## src/rtl/irq_agg_pkg.sv

```systemverilog
package irq_agg_pkg;
  localparam int NSRC   = 6;
  localparam int B_POR  = 5;
  localparam int B_FIFO = 4;
  localparam int B_OVR  = 3;
  localparam int B_WKT  = 2;
  localparam int B_EXT  = 1;
  localparam int B_LBD  = 0;

  typedef logic [NSRC-1:0] stat_t;

  // set has priority over clear
  function automatic logic sticky_next(input logic q, input logic set, input logic clr);
    return set | (q & ~clr);
  endfunction

  // last bit read of a threshold group
  function automatic logic thr_last(input int unsigned cnt, input int unsigned thr);
    return cnt == thr - 1;
  endfunction
endpackage

```

## src/rtl/irq_sticky_bit.sv

```systemverilog
module irq_sticky_bit
  import irq_agg_pkg::*;
#(
  parameter logic RST_VAL = 1'b0
) (
  input  logic clk,
  input  logic rst_n,
  input  logic set_i,
  input  logic clr_i,
  output logic q_o
);
  always_ff @(posedge clk or negedge rst_n) begin
    if (!rst_n) q_o <= RST_VAL;
    else        q_o <= sticky_next(q_o, set_i, clr_i);
  end
endmodule

```

## src/rtl/irq_lbd_unit.sv

```systemverilog
module irq_lbd_unit
  import irq_agg_pkg::*;
(
  input  logic clk,
  input  logic rst_n,
  input  logic lbd_en,
  input  logic vlow,
  input  logic clr_i,
  output logic st_o,
  output logic req_o
);
  logic cond, cond_q, onset;

  assign cond  = lbd_en & vlow;
  assign onset = cond & ~cond_q;

  always_ff @(posedge clk or negedge rst_n) begin
    if (!rst_n) begin
      cond_q <= 1'b0;
      st_o   <= 1'b0;
      req_o  <= 1'b0;
    end else begin
      cond_q <= cond;
      st_o   <= sticky_next(st_o, cond, clr_i);
      req_o  <= sticky_next(req_o, onset, clr_i);
    end
  end
endmodule

```

## src/rtl/irq_fifo_unit.sv

```systemverilog
module irq_fifo_unit
  import irq_agg_pkg::*;
#(
  parameter int RD_THR = 8
) (
  input  logic clk,
  input  logic rst_n,
  input  logic tx_en,
  input  logic txlatch_en,
  input  logic rx_en,
  input  logic rxfifo_en,
  input  logic ev_fifo,
  input  logic ev_ovr,
  input  logic bit_rd,
  input  logic clr_fifo_i,
  input  logic clr_ovr_i,
  output logic fifo_o,
  output logic ovr_o,
  output logic tx_owned_o,
  output logic rx_req_o
);
  localparam int CW = $clog2(RD_THR + 1);

  logic          tx_act, rx_act, any_ev, set_fifo, set_ovr;
  logic          tx_drop, clr_f, clr_o, rx_set, thr_done, rx_stop;
  logic [CW-1:0] cnt;

  assign tx_act   = tx_en & txlatch_en;
  assign rx_act   = ~tx_en & rx_en & rxfifo_en;
  assign any_ev   = ev_fifo | ev_ovr;
  assign set_fifo = (tx_act | rx_act) & any_ev;
  assign set_ovr  = (tx_act | rx_act) & ev_ovr;
  assign tx_drop  = tx_owned_o & ~tx_act;
  assign clr_f    = tx_owned_o ? tx_drop : clr_fifo_i;
  assign clr_o    = tx_owned_o ? tx_drop : clr_ovr_i;
  assign rx_set   = rx_act & any_ev;
  assign thr_done = rx_req_o & bit_rd & thr_last(int'(cnt), RD_THR);
  assign rx_stop  = ~rx_en | ~rxfifo_en | thr_done;

  always_ff @(posedge clk or negedge rst_n) begin
    if (!rst_n) begin
      fifo_o     <= 1'b0;
      ovr_o      <= 1'b0;
      tx_owned_o <= 1'b0;
      rx_req_o   <= 1'b0;
      cnt        <= '0;
    end else begin
      fifo_o     <= sticky_next(fifo_o, set_fifo, clr_f);
      ovr_o      <= sticky_next(ovr_o, set_ovr, clr_o);
      tx_owned_o <= sticky_next(tx_owned_o, tx_act & set_fifo, tx_drop);
      rx_req_o   <= sticky_next(rx_req_o, rx_set, rx_stop);
      if (rx_set || !rx_req_o || rx_stop) cnt <= '0;
      else if (bit_rd)                    cnt <= cnt + 1'b1;
    end
  end
endmodule

```

## src/rtl/irq_status_agg.sv

```systemverilog
module irq_status_agg
  import irq_agg_pkg::*;
#(
  parameter int RD_THR = 8
) (
  input  logic            clk,
  input  logic            rst_n,
  input  logic            stat_rd,
  input  logic            tx_en,
  input  logic            txlatch_en,
  input  logic            rx_en,
  input  logic            rxfifo_en,
  input  logic            wkt_en,
  input  logic            lbd_en,
  input  logic            ev_fifo,
  input  logic            ev_ovr,
  input  logic            ev_wkt,
  input  logic            bit_rd,
  input  logic            ext_pin,
  input  logic            vlow,
  output logic [NSRC-1:0] status,
  output logic [NSRC-1:0] snap,
  output logic            irq
);
  stat_t clr_vec;
  logic  clr_q, ext_q;
  logic  por_st, wkt_st, fifo_st, ovr_st, lbd_st;
  logic  lbd_req, tx_owned, rx_req;

  always_ff @(posedge clk or negedge rst_n) begin
    if (!rst_n) begin
      snap  <= '0;
      clr_q <= 1'b0;
      ext_q <= 1'b0;
    end else begin
      if (stat_rd) snap <= status;
      clr_q <= stat_rd;
      ext_q <= ext_pin;
    end
  end

  assign clr_vec = {NSRC{clr_q}} & snap;

  irq_sticky_bit #(.RST_VAL(1'b1)) u_por (
    .clk(clk), .rst_n(rst_n), .set_i(1'b0), .clr_i(clr_vec[B_POR]), .q_o(por_st));

  irq_sticky_bit #(.RST_VAL(1'b0)) u_wkt (
    .clk(clk), .rst_n(rst_n), .set_i(ev_wkt & wkt_en), .clr_i(clr_vec[B_WKT]), .q_o(wkt_st));

  irq_lbd_unit u_lbd (
    .clk(clk), .rst_n(rst_n), .lbd_en(lbd_en), .vlow(vlow),
    .clr_i(clr_vec[B_LBD]), .st_o(lbd_st), .req_o(lbd_req));

  irq_fifo_unit #(.RD_THR(RD_THR)) u_fifo (
    .clk(clk), .rst_n(rst_n), .tx_en(tx_en), .txlatch_en(txlatch_en),
    .rx_en(rx_en), .rxfifo_en(rxfifo_en), .ev_fifo(ev_fifo), .ev_ovr(ev_ovr),
    .bit_rd(bit_rd), .clr_fifo_i(clr_vec[B_FIFO]), .clr_ovr_i(clr_vec[B_OVR]),
    .fifo_o(fifo_st), .ovr_o(ovr_st), .tx_owned_o(tx_owned), .rx_req_o(rx_req));

  always_comb begin
    status         = '0;
    status[B_POR]  = por_st;
    status[B_FIFO] = fifo_st;
    status[B_OVR]  = ovr_st;
    status[B_WKT]  = wkt_st;
    status[B_EXT]  = ext_q;
    status[B_LBD]  = lbd_st;
  end

  assign irq = por_st | wkt_st | ext_q | lbd_req | rx_req | (tx_owned & (fifo_st | ovr_st));
endmodule

```

## config.mk

```make
export PLATFORM = sky130hd
export DESIGN_NAME = irq_status_agg
export DESIGN_NICKNAME = d
export VERILOG_FILES = /design/src/rtl/irq_agg_pkg.sv /design/src/rtl/irq_sticky_bit.sv /design/src/rtl/irq_lbd_unit.sv /design/src/rtl/irq_fifo_unit.sv /design/src/rtl/irq_status_agg.sv
export SDC_FILE = /design/constraint.sdc
export NUM_CORES = 1
export LEC_CHECK = 0
export CORE_MARGIN = 2
export CORE_UTILIZATION = 45
export DETAILED_ROUTE_END_ITERATION = 7
export DONT_BUFFER_PORTS = 1
export HOLD_SLACK_MARGIN = 0.06
export PLACE_DENSITY = 0.62
export SYNTH_ARGS = -nofsm -noshare
export SYNTH_HDL_FRONTEND = slang
export SYNTH_SLANG_ARGS = --single-unit
```

## constraint.sdc

```tcl
create_clock -name clk -period 1.23 [get_ports clk]
set_input_delay 0.246 -clock clk [delete_from_list [all_inputs] [get_ports clk]]
set_output_delay 0.246 -clock clk [all_outputs]
set_load 0.05 [all_outputs]
```

---- Word-level counts from Yosys, hierarchy flattened ----
Index checks and enable logic that the tools add are counted.
operators by class
  bitwise operators ....................... 52
  muxes and demuxes ....................... 4
  reduce and logical (&&, ||, !) cells .... 4
  equal/unequal tests ..................... 1
  add/sub/neg operators ................... 1
operator list
  operator                                                               number
  1-bit AND                                                              22
  1-bit bitwise OR                                                       17
  1-bit inverter                                                         12
  4-bit two-way mux                                                      2
  6-bit AND                                                              1
  4-bit by 1-bit adder with 4-bit output, second input constant          1
  4-bit by 3-bit equality test with 1-bit output, second input constant  1
  1-bit logical OR                                                       2
  1-bit two-way mux                                                      2
  2-bit nonzero test                                                     1
  1-bit zero test                                                        1
storage, ports and cells
  bits in registers ....................... 21
  input bits .............................. 15
  output and inout port bits .............. 13
  word-level logic and storage cells ...... 75

---- Logic depth before layout (Yosys ltp) ----
  depth after elaboration ................. 7
  gate-level depth with buffers ........... 4
  gate-level depth less buffers ........... 4

---- Cells and area by module ----
From an unflattened synthesis, not the netlist that was laid out.
unflattened totals
  cell total of the unflattened synthesis .. 86
  area, all modules ....................... 978.4 um^2
by module, submodules not included
  module                   cells each  instances  sequential area each (um^2)  area each (um^2)
  irq_status_agg           32          1          200.2                        406.6
  irq_fifo_unit            39          1          200.2                        390.4
  irq_lbd_unit             9           1          75.1                         107.6
  irq_sticky_bit at u_por  3           1          26.3                         37.5
  irq_sticky_bit at u_wkt  3           1          25.0                         36.3

---- Least setup slack after synthesis ----
Ideal clock, no wire load.
  kind .................................... register to output
  start ................................... reg u_wkt.q_o
  end ..................................... out irq
  buffers on the path ..................... 0
  arrival ................................. 967 ps
  cell stages (with the launch flop) ...... 3
  slack ................................... 17 ps
  cells stage by stage .................... dfrtp_1 nor3_1 nand3_1
between the ends
  word-level cells in the longest chain between the ends .. 5
RTL lines
  element                         RTL line              text
  start: declaration              irq_sticky_bit.sv:10  output logic q_o
  start signal: assignment        irq_sticky_bit.sv:14  else q_o <= sticky_next(q_o, set_i, clr_i);
  1-bit bitwise OR (5 in series)  irq_status_agg.sv:70  assign irq = por_st | wkt_st | ext_q | lbd_req | rx_req | (tx_owned & (fifo_st | ovr_st));
  end: declaration                irq_status_agg.sv:23  output logic irq
No other way between the ends.

---- Worst setup path in the final report ----
  start ................................... reg u_por.q_o
  end ..................................... out irq
between the ends
  word-level cells in the longest chain between the ends .. 5
RTL lines
  element                         RTL line
  start: declaration              irq_sticky_bit.sv:10
  start signal: assignment        irq_sticky_bit.sv:14
  1-bit bitwise OR (5 in series)  irq_status_agg.sv:70
No other way between the ends.

==> impl_metrics.csv <==
group,metric,value,unit
critical_path,start_kind,"flop",
finish,nFillCells,169,
synthesis,async_flop_share,100.0,%
sta,finalHoldViolCount,0,
finish,reg.largest.list,"snap x6, u_fifo.cnt x4",
sta,rsz0062_at_grt,"yes",
finish,top_register,"snap",
synthesis,yosys.area.top_type_share,56.18,%
placed_design,place_congestion,0.6999,
critical_path,critPathMaxStageDelay,0.56,ns
clock_tree,clk_pin_slew,0.11,ns
critical_path,critPathRequiredTime,0.98,ns
run_status,run_status,"complete, but fails checks",
critical_path,cp_max_fo,2,
critical_path,r2r_start,"u_fifo.cnt[0]",
synthesis,syn-num-nets,92,
global_routing,grt_pass1_vias,615,
synthesis,ys_seq_elements,21,
floorplan,core-area,1922,µm²
clock_tree,cts_root_buf,"clkbuf_4",
placed_design,dpl-instance-area,972.2,µm²
power,powerDensity,1511,nW/µm²
clock_tree,cts_tree,"yes",
floorplan,die_h,48.50,µm
drt,drtIter0Drc,3,
finish,area_growth_syn_to_layout,24.58,%
critical_path,timing.critical_path.buf_inv,1,
finish,multi_input_area,319.1,µm²
drt,remaining_drc_errors,0,
sta,period_share,112.3,%
global_routing,grt_pass1_wl,2.960,mm
finish,drive_above_1_share,31.58,%
synthesis,yosys_warnings,0,
floorplan,num_rows,16,
floorplan,die_x,48.50,µm
finish,final_util,57.75,%
power,ir_worst_vdd,0.7633,mV
clock_tree,clock_path_buffers,2,
sta,clock.fmax,0.7238,GHz
sta,fin_ws,-0.1516,ns
floorplan,start_util,46.35,%
sta,slew_viol_final,0,
critical_path,crit_type,"flop to output port",
global_routing,grt_overflow,0,
global_routing,grt_usage,16.73,%
synthesis,syn-instance-count,76,
hold_path,hp-start,"vlow",
critical_path,crit_arrival,1.14,ns
synthesis,syn-cell-area,890.9,µm²
floorplan,ios,28,
finish,register_area,526.8,µm²
finish,antenna_cells,0,
synthesis,dominantRegCellSynth,"dfrtp_1",
finish,largest_register_ffs,6,
clock_tree,clock-sinks,21,
synthesis,yosysSeqAreaShare,59.13,%
finish,finalInstanceArea,1110,µm²
global_routing,antenna_found_initial,0,
finish,fin_nets,112,
global_routing,grt_max_degree,22,
hold_path,min-delay-path-class,"input pin to flop",
synthesis,ys_types,26,
power,p_leak,0.5253,nW
drt,antenna_left,0,
clock_tree,clkLatencyLatePin,0.30,ns
placed_design,numPortBuffers,0,
critical_path,crit_chain,"nor3_2 > nand3_1 > buf_6",
drt,viasPerCell,5.090,
sta,relSlewSlack,39.06,%
synthesis,yosysTopAreaCell,"dfrtp_1",
clock_tree,numCtsBuffers,3,
drt,drt-total-wl,1.657,mm
placed_design,dp_hpwl,1.203,mm
sta,layout_min_cycle_time,1.382,ns
clock_tree,htree_levels,1,
critical_path,crit_path_end_kind,"output port",
critical_path,crit_start,"u_por.q_o",
critical_path,crit_family,"flip-flops",
drt,wire_per_inst,13.58,µm
run_status,violations,"negative setup slack",
drt,dr_total_vias,621,
critical_path,slowest_stage,"dfstp_2",
sta,fin_worst_skew,0.001513,ns
synthesis,synth_area_leaders,"dfrtp_1, mux2_2, buf_4",
floorplan,dieArea,2352,µm²
drt,dr.pass1.iters,4,
synthesis,synth_edf_count,0,
sta,worst_pin_slew,0.9141,ns
synthesis,avgSynthCellArea,11.72,µm²
sta,setup_viol,2,
flow_run,cap_violations,0,
sta,finalSetupTns,-0.2739,ns
==> layer usage <==
metal	up-vias	GRT usage, %	part of all wire [%]
li1	293	-	-
met1	303	22.02	45
met2	20	25.69	48
met3	5	4.321	5.2
met4	0	8.571	2.3
met5	-	0	0
==> power by group <==
part / leakage, nW / internal (mW) / switching (mW) / total (mW)
Combinational: 0.248 / 0.174 / 0.348 / 0.522
Sequential: 0.259 / 0.769 / 0.0573 / 0.827
Clock: 0.0177 / 0.121 / 0.207 / 0.328
==> cell usage after synthesis (2+ instances only) <==
cell,instances
mux2_2,6
nand3_1,2
nor2_1,5
nand3b_1,2
o21ai_0,3
a32o_1,2
xnor2_1,2
dfrtp_1,20
and3_1,2
buf_4,6
nand2_1,11
==> area by class of cell <==
class / count / share of cell area [%]
inverter: 1 / 0.3382
timing repair buffer: 22 / 17.93
clock inverter: 1 / 0.4510
clock buffer: 3 / 2.029
multi-input combinational: 47 / 28.75
tap: 27 / 3.044
sequential: 21 / 47.46
==> logic make-up after synthesis <==
| group | synth area share, % |
|---|---|
| compound gates | 7.163 |
| xor+xnor | 2.950 |
| fa+ha+maj | 1.404 |
| buf+inv | 6.038 |
| flops | 59.13 |
| mux | 8.707 |
| simple gates | 14.61 |
==> layout by cell type (no fill, tap or decap), types with 2 or more instances in the layout <==
cell	n
a32o_1	2
and3_1	2
buf_4	14
clkbuf_4	3
dfrtp_1	20
dlygate4sd3_1	5
mux2_2	6
nand2_1	11
nand3_1	2
nand3b_1	2
nor2_1	5
o21ai_0	2
xnor2_1	2
==> timing repair <==
item	in CTS	in global routing
endpoints found under the hold margin	23	3
setup buffers	1	2
endpoints found under the setup margin	2	12
pin swaps	2	0
hold buffers	3	3
gates resized for setup	4	4
==> path summary, 6_finish.rpt <==
path | to | slack, ns | depth (start not counted)
max | irq | -0.15 | 3
min reg2reg | u_lbd.req_o | 0.44 | 1
min | u_lbd.cond_q | 0.08 | 2
min in group asynchronous | u_fifo.fifo_o | 0.13 | 1
max in group asynchronous | u_fifo.cnt[0] | 0.55 | 1
max reg2reg | u_fifo.cnt[1] | 0.12 | 4
==> worst register-to-register path: stages (launching register included) <==
cell      delay (ns)
dfrtp_1         0.42
ha_1            0.22
nand4b_1        0.12
nand3_1         0.15
nor2_1          0.14
==> metrics by stage <==
stage / setup slack (ns) / hold WS, ns / total power, mW / instances
floorplan: 0.01667 / -0.04959 / 1.226 / 76
CTS: -0.1627 / 0.07202 / 1.681 / 117
global route: -0.2659 / 0.06044 / 1.781 / 122
detailed placement: 0.1268 / -0.04898 / 1.327 / 109
finish: -0.1516 / 0.08395 / 1.677 / 122
global placement: 0.1669 / -0.04893 / 1.319 / 109
Note: power is estimated with default switching activity, not from simulation.
